[src/rtl/nandif_pkg.sv]
package nandif_pkg;

  localparam logic [7:0] CMD_READ0   = 8'h00;
  localparam logic [7:0] CMD_READ1   = 8'h30;
  localparam logic [7:0] CMD_PROG0   = 8'h80;
  localparam logic [7:0] CMD_PROG1   = 8'h10;
  localparam logic [7:0] CMD_ERASE0  = 8'h60;
  localparam logic [7:0] CMD_ERASE1  = 8'hD0;
  localparam logic [7:0] CMD_STATUS  = 8'h70;
  localparam logic [7:0] CMD_IDENT   = 8'h90;
  localparam logic [7:0] CMD_RESET   = 8'hFF;

  typedef enum logic [1:0] {
    OP_NONE  = 2'd0,
    OP_READ  = 2'd1,
    OP_PROG  = 2'd2,
    OP_ERASE = 2'd3
  } opKind_t;

  typedef enum logic [1:0] {
    RD_NONE   = 2'd0,
    RD_STATUS = 2'd1,
    RD_IDENT  = 2'd2
  } rdMode_t;

  // strobes from control to datapath, valid for one cycle
  typedef struct packed {
    logic    addrClrFull;
    logic    addrClrRow;
    logic    addrLoad;
    logic    saveAlt;
    logic    dataPass;
    logic    issue;
    opKind_t issueKind;
    logic    issueDual;
    logic    reject;
    logic    abort;
    logic    setStatus;
    logic    setIdent;
    logic    setNone;
    logic    rdAdvance;
  } ctlStrobe_t;

endpackage

[src/rtl/nandif_ctrl.sv]
module nandif_ctrl
  import nandif_pkg::*;
(
  input  logic       clk,
  input  logic       rstN,
  input  logic       ceN,
  input  logic       cleIn,
  input  logic       aleIn,
  input  logic       weN,
  input  logic       reN,
  input  logic       wpN,
  input  logic [7:0] ioIn,
  input  logic       addrLast,
  input  logic       progOk,
  input  logic       busy,
  output ctlStrobe_t stb
);

  typedef enum logic [2:0] {
    S_IDLE, S_RADDR, S_RCONF, S_PADDR, S_PDATA, S_EADDR, S_ECONF, S_IDADDR
  } state_t;

  state_t state, nextState;
  logic   weQ, reQ;
  logic   readArmed, nextArmed;
  logic   second, nextSecond;
  logic   weRise, reRise;
  logic   cmdHit, addrHit, dataHit, anyHit;

  always_ff @(posedge clk or negedge rstN) begin
    if (!rstN) begin
      weQ       <= 1'b1;
      reQ       <= 1'b1;
      state     <= S_IDLE;
      readArmed <= 1'b0;
      second    <= 1'b0;
    end else begin
      weQ       <= weN;
      reQ       <= reN;
      state     <= nextState;
      readArmed <= nextArmed;
      second    <= nextSecond;
    end
  end

  assign weRise  = !weQ && weN && !ceN;
  assign reRise  = !reQ && reN && !ceN;
  assign cmdHit  = weRise && cleIn && !aleIn;
  assign addrHit = weRise && aleIn && !cleIn;
  assign dataHit = weRise && !cleIn && !aleIn;
  assign anyHit  = cmdHit || addrHit || dataHit;

  always_comb begin
    stb           = '0;
    stb.issueKind = OP_NONE;
    stb.rdAdvance = reRise;
    nextState     = state;
    nextArmed     = readArmed;
    nextSecond    = second;

    if (cmdHit && ioIn == CMD_RESET) begin
      stb.abort = 1'b1;
      nextState = S_IDLE;
      nextArmed = 1'b0;
    end else if (cmdHit && ioIn == CMD_STATUS) begin
      stb.setStatus = 1'b1;
    end else if (!busy) begin
      if (cmdHit || dataHit) nextArmed = 1'b0;
      unique case (state)
        S_IDLE: begin
          if (cmdHit) begin
            unique case (ioIn)
              CMD_READ0: begin
                stb.addrClrFull = 1'b1;
                stb.setNone     = 1'b1;
                nextState       = S_RADDR;
              end
              CMD_PROG0: begin
                stb.addrClrFull = 1'b1;
                nextState       = S_PADDR;
              end
              CMD_ERASE0: begin
                stb.addrClrRow = 1'b1;
                nextSecond     = 1'b0;
                nextState      = S_EADDR;
              end
              CMD_IDENT: nextState = S_IDADDR;
              default:   nextState = S_IDLE;
            endcase
          end else if (addrHit && readArmed) begin
            stb.addrClrFull = 1'b1;
            stb.addrLoad    = 1'b1;
            nextState       = S_RADDR;
          end
        end
        S_RADDR: begin
          if (addrHit) begin
            stb.addrLoad = 1'b1;
            if (addrLast) nextState = S_RCONF;
          end else if (anyHit) begin
            nextState = S_IDLE;
          end
        end
        S_RCONF: begin
          if (cmdHit && ioIn == CMD_READ1) begin
            stb.issue     = 1'b1;
            stb.issueKind = OP_READ;
            nextArmed     = 1'b1;
            nextState     = S_IDLE;
          end else if (anyHit) begin
            nextArmed = 1'b0;
            nextState = S_IDLE;
          end
        end
        S_PADDR: begin
          if (addrHit) begin
            stb.addrLoad = 1'b1;
            if (addrLast) nextState = S_PDATA;
          end else if (anyHit) begin
            nextState = S_IDLE;
          end
        end
        S_PDATA: begin
          if (dataHit) begin
            stb.dataPass = 1'b1;
          end else if (cmdHit && ioIn == CMD_PROG1) begin
            if (progOk) begin
              stb.issue     = 1'b1;
              stb.issueKind = OP_PROG;
            end else begin
              stb.reject = 1'b1;
            end
            nextState = S_IDLE;
          end else if (anyHit) begin
            nextState = S_IDLE;
          end
        end
        S_EADDR: begin
          if (addrHit) begin
            stb.addrLoad = 1'b1;
            if (addrLast) nextState = S_ECONF;
          end else if (anyHit) begin
            nextState = S_IDLE;
          end
        end
        S_ECONF: begin
          if (cmdHit && ioIn == CMD_ERASE1) begin
            if (wpN) begin
              stb.issue     = 1'b1;
              stb.issueKind = OP_ERASE;
              stb.issueDual = second;
            end else begin
              stb.reject = 1'b1;
            end
            nextState = S_IDLE;
          end else if (cmdHit && ioIn == CMD_ERASE0 && !second) begin
            stb.saveAlt    = 1'b1;
            stb.addrClrRow = 1'b1;
            nextSecond     = 1'b1;
            nextState      = S_EADDR;
          end else if (anyHit) begin
            nextState = S_IDLE;
          end
        end
        S_IDADDR: begin
          if (addrHit) begin
            stb.setIdent = 1'b1;
            nextState    = S_IDLE;
          end else if (anyHit) begin
            nextState = S_IDLE;
          end
        end
        default: nextState = S_IDLE;
      endcase
    end
  end

endmodule

[src/rtl/nandif_dpath.sv]
module nandif_dpath
  import nandif_pkg::*;
#(
  parameter int COL_W      = 12,
  parameter int ROW_W      = 18,
  parameter int COL_CYC    = 2,
  parameter int ROW_CYC    = 3,
  parameter int PART_LIMIT = 4,
  parameter logic [7:0] ID_MAKER = 8'hEC,
  parameter logic [7:0] ID_DEV   = 8'hDC,
  parameter logic [7:0] ID_B3    = 8'h10,
  parameter logic [7:0] ID_B4    = 8'h95
) (
  input  logic             clk,
  input  logic             rstN,
  input  ctlStrobe_t       stb,
  input  logic             wpN,
  input  logic [7:0]       ioIn,
  input  logic             beDone,
  input  logic             beFail,
  output logic             addrLast,
  output logic             progOk,
  output logic             busy,
  output logic [7:0]       ioOut,
  output logic             opValid,
  output opKind_t          opKind,
  output logic [COL_W-1:0] opCol,
  output logic [ROW_W-1:0] opRow,
  output logic [ROW_W-1:0] opRowAlt,
  output logic             opDual,
  output logic             opAbort,
  output logic             wrValid,
  output logic [7:0]       wrByte
);

  localparam int ADDR_CYC = COL_CYC + ROW_CYC;
  localparam int IDX_W    = $clog2(ADDR_CYC + 1);
  localparam int FLAT_W   = ADDR_CYC * 8;
  localparam int CNT_W    = $clog2(PART_LIMIT + 1);

  logic [IDX_W-1:0]  addrIdx, baseIdx;
  logic [FLAT_W-1:0] addrFlat;
  logic [COL_W-1:0]  colAddr;
  logic [ROW_W-1:0]  rowAddr, rowAlt, lastRow;
  logic              lastValid, failFlag, curWrites, sameRow, spareSel;
  logic [CNT_W-1:0]  mainCnt, spareCnt;
  rdMode_t           rdMode;
  logic [1:0]        idIdx;
  logic              unusedAddr;

  assign colAddr    = addrFlat[COL_W-1:0];
  assign rowAddr    = addrFlat[COL_CYC*8 +: ROW_W];
  assign unusedAddr = ^addrFlat;
  assign addrLast   = (addrIdx == IDX_W'(ADDR_CYC - 1));
  assign spareSel   = colAddr[COL_W-1];
  assign sameRow    = lastValid && (lastRow == rowAddr);

  always_comb begin
    if (stb.addrClrFull)     baseIdx = '0;
    else if (stb.addrClrRow) baseIdx = IDX_W'(COL_CYC);
    else                     baseIdx = addrIdx;
  end

  always_comb begin
    if (!wpN)          progOk = 1'b0;
    else if (!sameRow) progOk = 1'b1;
    else if (spareSel) progOk = (spareCnt < CNT_W'(PART_LIMIT));
    else               progOk = (mainCnt < CNT_W'(PART_LIMIT));
  end

  // address assembly
  always_ff @(posedge clk or negedge rstN) begin
    if (!rstN) begin
      addrIdx  <= '0;
      addrFlat <= '0;
      rowAlt   <= '0;
    end else begin
      if (stb.saveAlt) rowAlt <= rowAddr;
      if (stb.addrLoad && (baseIdx < IDX_W'(ADDR_CYC))) begin
        addrFlat[{baseIdx, 3'b000} +: 8] <= ioIn;
        addrIdx <= baseIdx + 1'b1;
      end else if (stb.addrClrFull || stb.addrClrRow) begin
        addrIdx <= baseIdx;
      end
    end
  end

  // request, busy and status
  always_ff @(posedge clk or negedge rstN) begin
    if (!rstN) begin
      opValid   <= 1'b0;
      opKind    <= OP_NONE;
      opCol     <= '0;
      opRow     <= '0;
      opRowAlt  <= '0;
      opDual    <= 1'b0;
      opAbort   <= 1'b0;
      busy      <= 1'b0;
      failFlag  <= 1'b0;
      curWrites <= 1'b0;
      wrValid   <= 1'b0;
      wrByte    <= '0;
    end else begin
      opValid <= stb.issue;
      opAbort <= stb.abort;
      wrValid <= stb.dataPass;
      if (stb.dataPass) wrByte <= ioIn;
      if (stb.issue) begin
        opKind    <= stb.issueKind;
        opCol     <= colAddr;
        opRow     <= rowAddr;
        opRowAlt  <= stb.issueDual ? rowAlt : '0;
        opDual    <= stb.issueDual;
        busy      <= 1'b1;
        curWrites <= (stb.issueKind != OP_READ);
      end
      if (stb.reject) failFlag <= 1'b1;
      if (stb.abort) begin
        busy <= 1'b0;
      end else if (beDone && busy) begin
        busy <= 1'b0;
        if (curWrites) failFlag <= beFail;
      end
    end
  end

  // partial program budget for the most recently programmed page
  always_ff @(posedge clk or negedge rstN) begin
    if (!rstN) begin
      lastValid <= 1'b0;
      lastRow   <= '0;
      mainCnt   <= '0;
      spareCnt  <= '0;
    end else if (stb.issue && stb.issueKind == OP_ERASE) begin
      lastValid <= 1'b0;
    end else if (stb.issue && stb.issueKind == OP_PROG) begin
      if (!sameRow) begin
        lastValid <= 1'b1;
        lastRow   <= rowAddr;
        mainCnt   <= spareSel ? CNT_W'(0) : CNT_W'(1);
        spareCnt  <= spareSel ? CNT_W'(1) : CNT_W'(0);
      end else if (spareSel) begin
        spareCnt <= spareCnt + 1'b1;
      end else begin
        mainCnt <= mainCnt + 1'b1;
      end
    end
  end

  // read-out mode
  always_ff @(posedge clk or negedge rstN) begin
    if (!rstN) begin
      rdMode <= RD_NONE;
      idIdx  <= '0;
    end else begin
      if (stb.setStatus)      rdMode <= RD_STATUS;
      else if (stb.setIdent)  rdMode <= RD_IDENT;
      else if (stb.setNone)   rdMode <= RD_NONE;
      if (stb.setIdent)       idIdx <= '0;
      else if (stb.rdAdvance && rdMode == RD_IDENT) idIdx <= idIdx + 1'b1;
    end
  end

  always_comb begin
    unique case (rdMode)
      RD_STATUS: ioOut = {wpN, !busy, 5'b0, failFlag};
      RD_IDENT: begin
        unique case (idIdx)
          2'd0:    ioOut = ID_MAKER;
          2'd1:    ioOut = ID_DEV;
          2'd2:    ioOut = ID_B3;
          default: ioOut = ID_B4;
        endcase
      end
      default: ioOut = 8'h00;
    endcase
  end

endmodule

[src/rtl/nand_cmd_decoder.sv]
module nand_cmd_decoder
  import nandif_pkg::*;
#(
  parameter int COL_W      = 12,
  parameter int ROW_W      = 18,
  parameter int PART_LIMIT = 4
) (
  input  logic             clk,
  input  logic             rstN,
  input  logic             ceN,
  input  logic             cleIn,
  input  logic             aleIn,
  input  logic             weN,
  input  logic             reN,
  input  logic             wpN,
  input  logic [7:0]       ioIn,
  output logic [7:0]       ioOut,
  output logic             rbLow,
  input  logic             beDone,
  input  logic             beFail,
  output logic             opValid,
  output logic [1:0]       opKind,
  output logic [COL_W-1:0] opCol,
  output logic [ROW_W-1:0] opRow,
  output logic [ROW_W-1:0] opRowAlt,
  output logic             opDual,
  output logic             opAbort,
  output logic             wrValid,
  output logic [7:0]       wrByte
);

  localparam int COL_CYC = (COL_W + 7) / 8;
  localparam int ROW_CYC = (ROW_W + 7) / 8;

  ctlStrobe_t stb;
  logic       addrLast, progOk, busy;
  opKind_t    kindInt;

  nandif_ctrl u_ctrl (
    .clk(clk), .rstN(rstN), .ceN(ceN), .cleIn(cleIn), .aleIn(aleIn),
    .weN(weN), .reN(reN), .wpN(wpN), .ioIn(ioIn),
    .addrLast(addrLast), .progOk(progOk), .busy(busy), .stb(stb)
  );

  nandif_dpath #(
    .COL_W(COL_W), .ROW_W(ROW_W), .COL_CYC(COL_CYC), .ROW_CYC(ROW_CYC),
    .PART_LIMIT(PART_LIMIT)
  ) u_dpath (
    .clk(clk), .rstN(rstN), .stb(stb), .wpN(wpN), .ioIn(ioIn),
    .beDone(beDone), .beFail(beFail), .addrLast(addrLast), .progOk(progOk),
    .busy(busy), .ioOut(ioOut), .opValid(opValid), .opKind(kindInt),
    .opCol(opCol), .opRow(opRow), .opRowAlt(opRowAlt), .opDual(opDual),
    .opAbort(opAbort), .wrValid(wrValid), .wrByte(wrByte)
  );

  assign opKind = kindInt;
  assign rbLow  = busy;

endmodule

[config.mk]
export PLATFORM = sky130hd
export DESIGN_NAME = nand_cmd_decoder
export DESIGN_NICKNAME = d
export VERILOG_FILES = /design/src/rtl/nandif_pkg.sv /design/src/rtl/nandif_ctrl.sv /design/src/rtl/nandif_dpath.sv /design/src/rtl/nand_cmd_decoder.sv
export SDC_FILE = /design/constraint.sdc
export NUM_CORES = 1
export LEC_CHECK = 0
export BUFFER_PORTS_ARGS = -buffer_cell sky130_fd_sc_hd__buf_2
export CORE_MARGIN = 2
export CORE_UTILIZATION = 25
export CTS_CLUSTER_SIZE = 24
export DETAILED_ROUTE_END_ITERATION = 10
export GPL_TIMING_DRIVEN = 0
export PLACE_DENSITY = 0.47
export RECOVER_POWER = 100
export SLEW_MARGIN = 10
export SYNTH_ARGS = -nofsm -noshare
export SYNTH_HDL_FRONTEND = slang
export SYNTH_SLANG_ARGS = --single-unit
[constraint.sdc]
create_clock -name clk -period 3.85 [get_ports clk]
set_input_delay 0.5775 -clock clk [delete_from_list [all_inputs] [get_ports clk]]
set_output_delay 0.5775 -clock clk [all_outputs]
set_load 0.01 [all_outputs]
==> flow_summary.toml <==
[run_status]
status = "finished with violations"
violations = "max-capacitance violations, max-slew violations"

[critical_path]
crit_slowest_cell = "a2bb2oi_1"
crit_chain = "or3b_4, or4b_4, o21a_1, a31o_2, a2bb2oi_1, and4b_1, clkbuf_4, mux2_4"
crit_required_ps = 4150
cpPeakStageDelay_ps = 770
criticalPathCategory = "reg -> reg"
r2r-start = "u_ctrl.weQ"
crit_family = "compound AO/OA/AOI/OAI gates"
worst_setup_path_end_kind = "flip-flop"
critPathMaxFanout = 8
start_kind = "flip-flop"
cp_num_buf_inv = 1
critPathLaunch = "u_ctrl.weQ"
arrival_ps = 3980

[sta]
setup_viol = 0
clock_skew_ps = 11.77
fin_crit_sh_pct = 95.48
tns_ps = 0
worstMarginPinSlew_ps = 2391
rsz0062_at_grt = "false"
maxSlewViolCount = 92
hold_violations = 0
min_period_ps = 3676
slew_headroom_pct = -59.38
clock.fmax_ghz = 0.2720

[detailed_routing]
via_count = 4866
drc = 0
drtPass1Iterations = 6
wire_per_inst_microns = 16.54
drt-vias-per-instance = 4.493
ant_nets = 0
drtIter0Drc = 317
routed_wl_mm = 17.91

[place]
gp_congestion = 0.8472
place_inst = 1053
port_buffers = 85
dp_hpwl_mm = 12.56

[floorplanning]
io_pins = 89
fp.dieH_microns = 171.8
die-area_sq_um = 29500
fp.coreArea_sq_um = 27780
num_rows = 61
die_w_microns = 171.8
start_util_pct = 25.32

[yosys]
synth_cells = 589
syn_avg_cell_area_sq_um = 11.94
ys_seq_elements = 152
syn-num-nets = 619
synthFlopType = "dfrtp_1"
ys.warnings.count = 0
syn-cell-area_sq_um = 7035
synth_cell_types = 69
synth_edf_count = 0
synth.yosys.seq_area_share_pct = 54.10
async_reset_ff_share_pct = 100.0

[clock_network]
cts_max_level = 4
cts_tree = "done"
clkSlewWorstSetupHoldPaths_ps = 70
clock-root-buffer = "clkbuf_16"
cts-hold-fix-buffers = 0
cts_buffers = 17
clkLatencyLatePin_ps = 420
clockBufferDepth = 2
clkSinkCount = 152

[run]
drv_cap = 1

[final_layout]
antennaDiodeCount = 0
stdcell_count = 1083
final_nets = 723
drive_above_1_share_pct = 23.40
syn_to_final_growth_pct = 20.20

[global_route]
grt_pass1_wl_mm = 28.08
grt_pass1_vias = 4956
track_usage_pct = 12.64
antenna_found_initial = 0
grt_max_degree = 93
grt-ovfl-total = 0

[min_path]
hold_path.class = "in -> reg"
min-delay-start = "reN"

[power]
leakage_uw = 0.003916
ir_drop_mv = 0.2877
power_density_nw_per_um2 = 504.3
cell families (layout without fill, tap and decap cells):
family / count (synthesis) / in the layout / synth area share, %
other: 1 / 1 / 0.05330
multiplexers: 98 / 98 / 15.97
adder cells (fa/ha/maj): 12 / 12 / 2.134
AND/OR/NAND/NOR: 163 / 163 / 12.32
AO/OA/AOI/OAI: 92 / 92 / 9.746
flip-flops: 152 / 152 / 54.10
buffers and inverters: 50 / 166 / 3.059
XOR/XNOR: 21 / 21 / 2.614
where the power goes:
part | internal (uW) | leakage (uW) | switching, uW
clock | 1030 | 0.000289 | 675
combinational | 283 | 0.00157 | 409
sequential | 1720 | 0.00205 | 141
total | 3040 | 0.00392 | 1220
cells in the mapped netlist, types with 6 or more instances:
cell / number / share of area, %
nand2_1: 50 / 2.7
o21ai_0: 25 / 1.8
clkbuf_1: 14 / 0.75
mux2i_1: 8 / 1.1
mux2_2: 82 / 13
dfrtp_1: 150 / 53
inv_1: 24 / 1.3
mux2_4: 8 / 1.7
nor3_1: 15 / 1.1
buf_2: 7 / 0.50
nand4_1: 10 / 0.89
a21o_1: 7 / 0.75
xnor2_1: 20 / 2.5
ha_1: 12 / 2.1
a31oi_1: 6 / 0.53
nand3_1: 18 / 1.3
nor2_1: 28 / 1.5
a22o_1: 19 / 2.4
state kept, by name, indices dropped and copies added, names as in the netlist, 2 cells and up:
register,flops
u_dpath.lastRow,18
u_dpath.mainCnt,3
u_dpath.rdMode,2
u_ctrl.state,3
u_dpath.addrFlat,30
u_dpath.addrIdx,3
u_dpath.opRowAlt,18
u_dpath.opKind,2
u_dpath.idIdx,2
u_dpath.wrByte,8
u_dpath.opCol,12
u_dpath.rowAlt,18
u_dpath.spareCnt,3
u_dpath.opRow,18
stage by stage:
step | area [sq um] | worst slack [ps] | util [%] | total power [uW] | hold slack (ps)
floorplan | 7036 | 155.5 | - | 2363 | 281.9
global placement | 7934 | -1072 | 28.56 | 2598 | 454.3
detailed placement | 7971 | -1091 | 28.69 | 2606 | 465.6
CTS | 8581 | 23.72 | 30.89 | 4343 | 199.2
global route | 8457 | 29.33 | 30.44 | 4504 | 230.6
finish | 8457 | 174.2 | 30.44 | 4265 | 239.7
layout by cell type (no fill, tap or decap), types with 5 or more instances in the layout:
cell type	n
nand4_1	10
a31o_2	5
a21oi_1	5
nand3_1	18
mux2_2	82
a22o_1	19
dfrtp_1	150
nor2_1	28
clkbuf_2	7
clkbuf_1	86
nand2_1	50
mux2i_1	8
ha_1	12
or3_1	5
and3_1	5
nor3_1	13
buf_2	14
inv_1	24
xnor2_1	20
a31oi_1	6
a21o_1	7
o21ai_0	25
mux2_4	8
clkbuf_16	17
nor2b_1	5
timing repair:
item                       4_1_cts  5_1_grt
resized for setup                6        3
setup buffers                    0        0
setup endpoints to repair       30       24
final cells by class:
cell class	count	area (sq um)
plain buffers	24	107.6
clock buffers	19	442.9
clock inverters	12	151.4
fillers	2959	19320
inverters	25	93.84
multi-input cells	387	3019
flip-flops and latches	152	3806
well taps	378	473.0
repair buffers	86	362.8
routing by layer:
layer	GRT usage (%)	vias to the layer above	part of all wire, %
met5	0	-	0
met4	4.129	0	1.4
met3	2.439	18	3.7
met2	20.17	117	46
met1	17.23	2412	48
li1	-	2319	-
final timing paths:
| path | slack, ps | depth (start not counted) | endpoint |
|---|---|---|---|
| max | 170 | 8 | u_dpath.addrFlat[18] |
| max reg2reg | 170 | 8 | u_dpath.addrFlat[18] |
| min | 240 | 1 | u_ctrl.reQ |
| min in group asynchronous | 860 | 1 | u_dpath.opRowAlt[17] |
| min reg2reg | 480 | 1 | u_dpath.opDual |
| max in group asynchronous | 1560 | 1 | u_dpath.opValid |
Note: power is estimated with default switching activity, not from simulation.
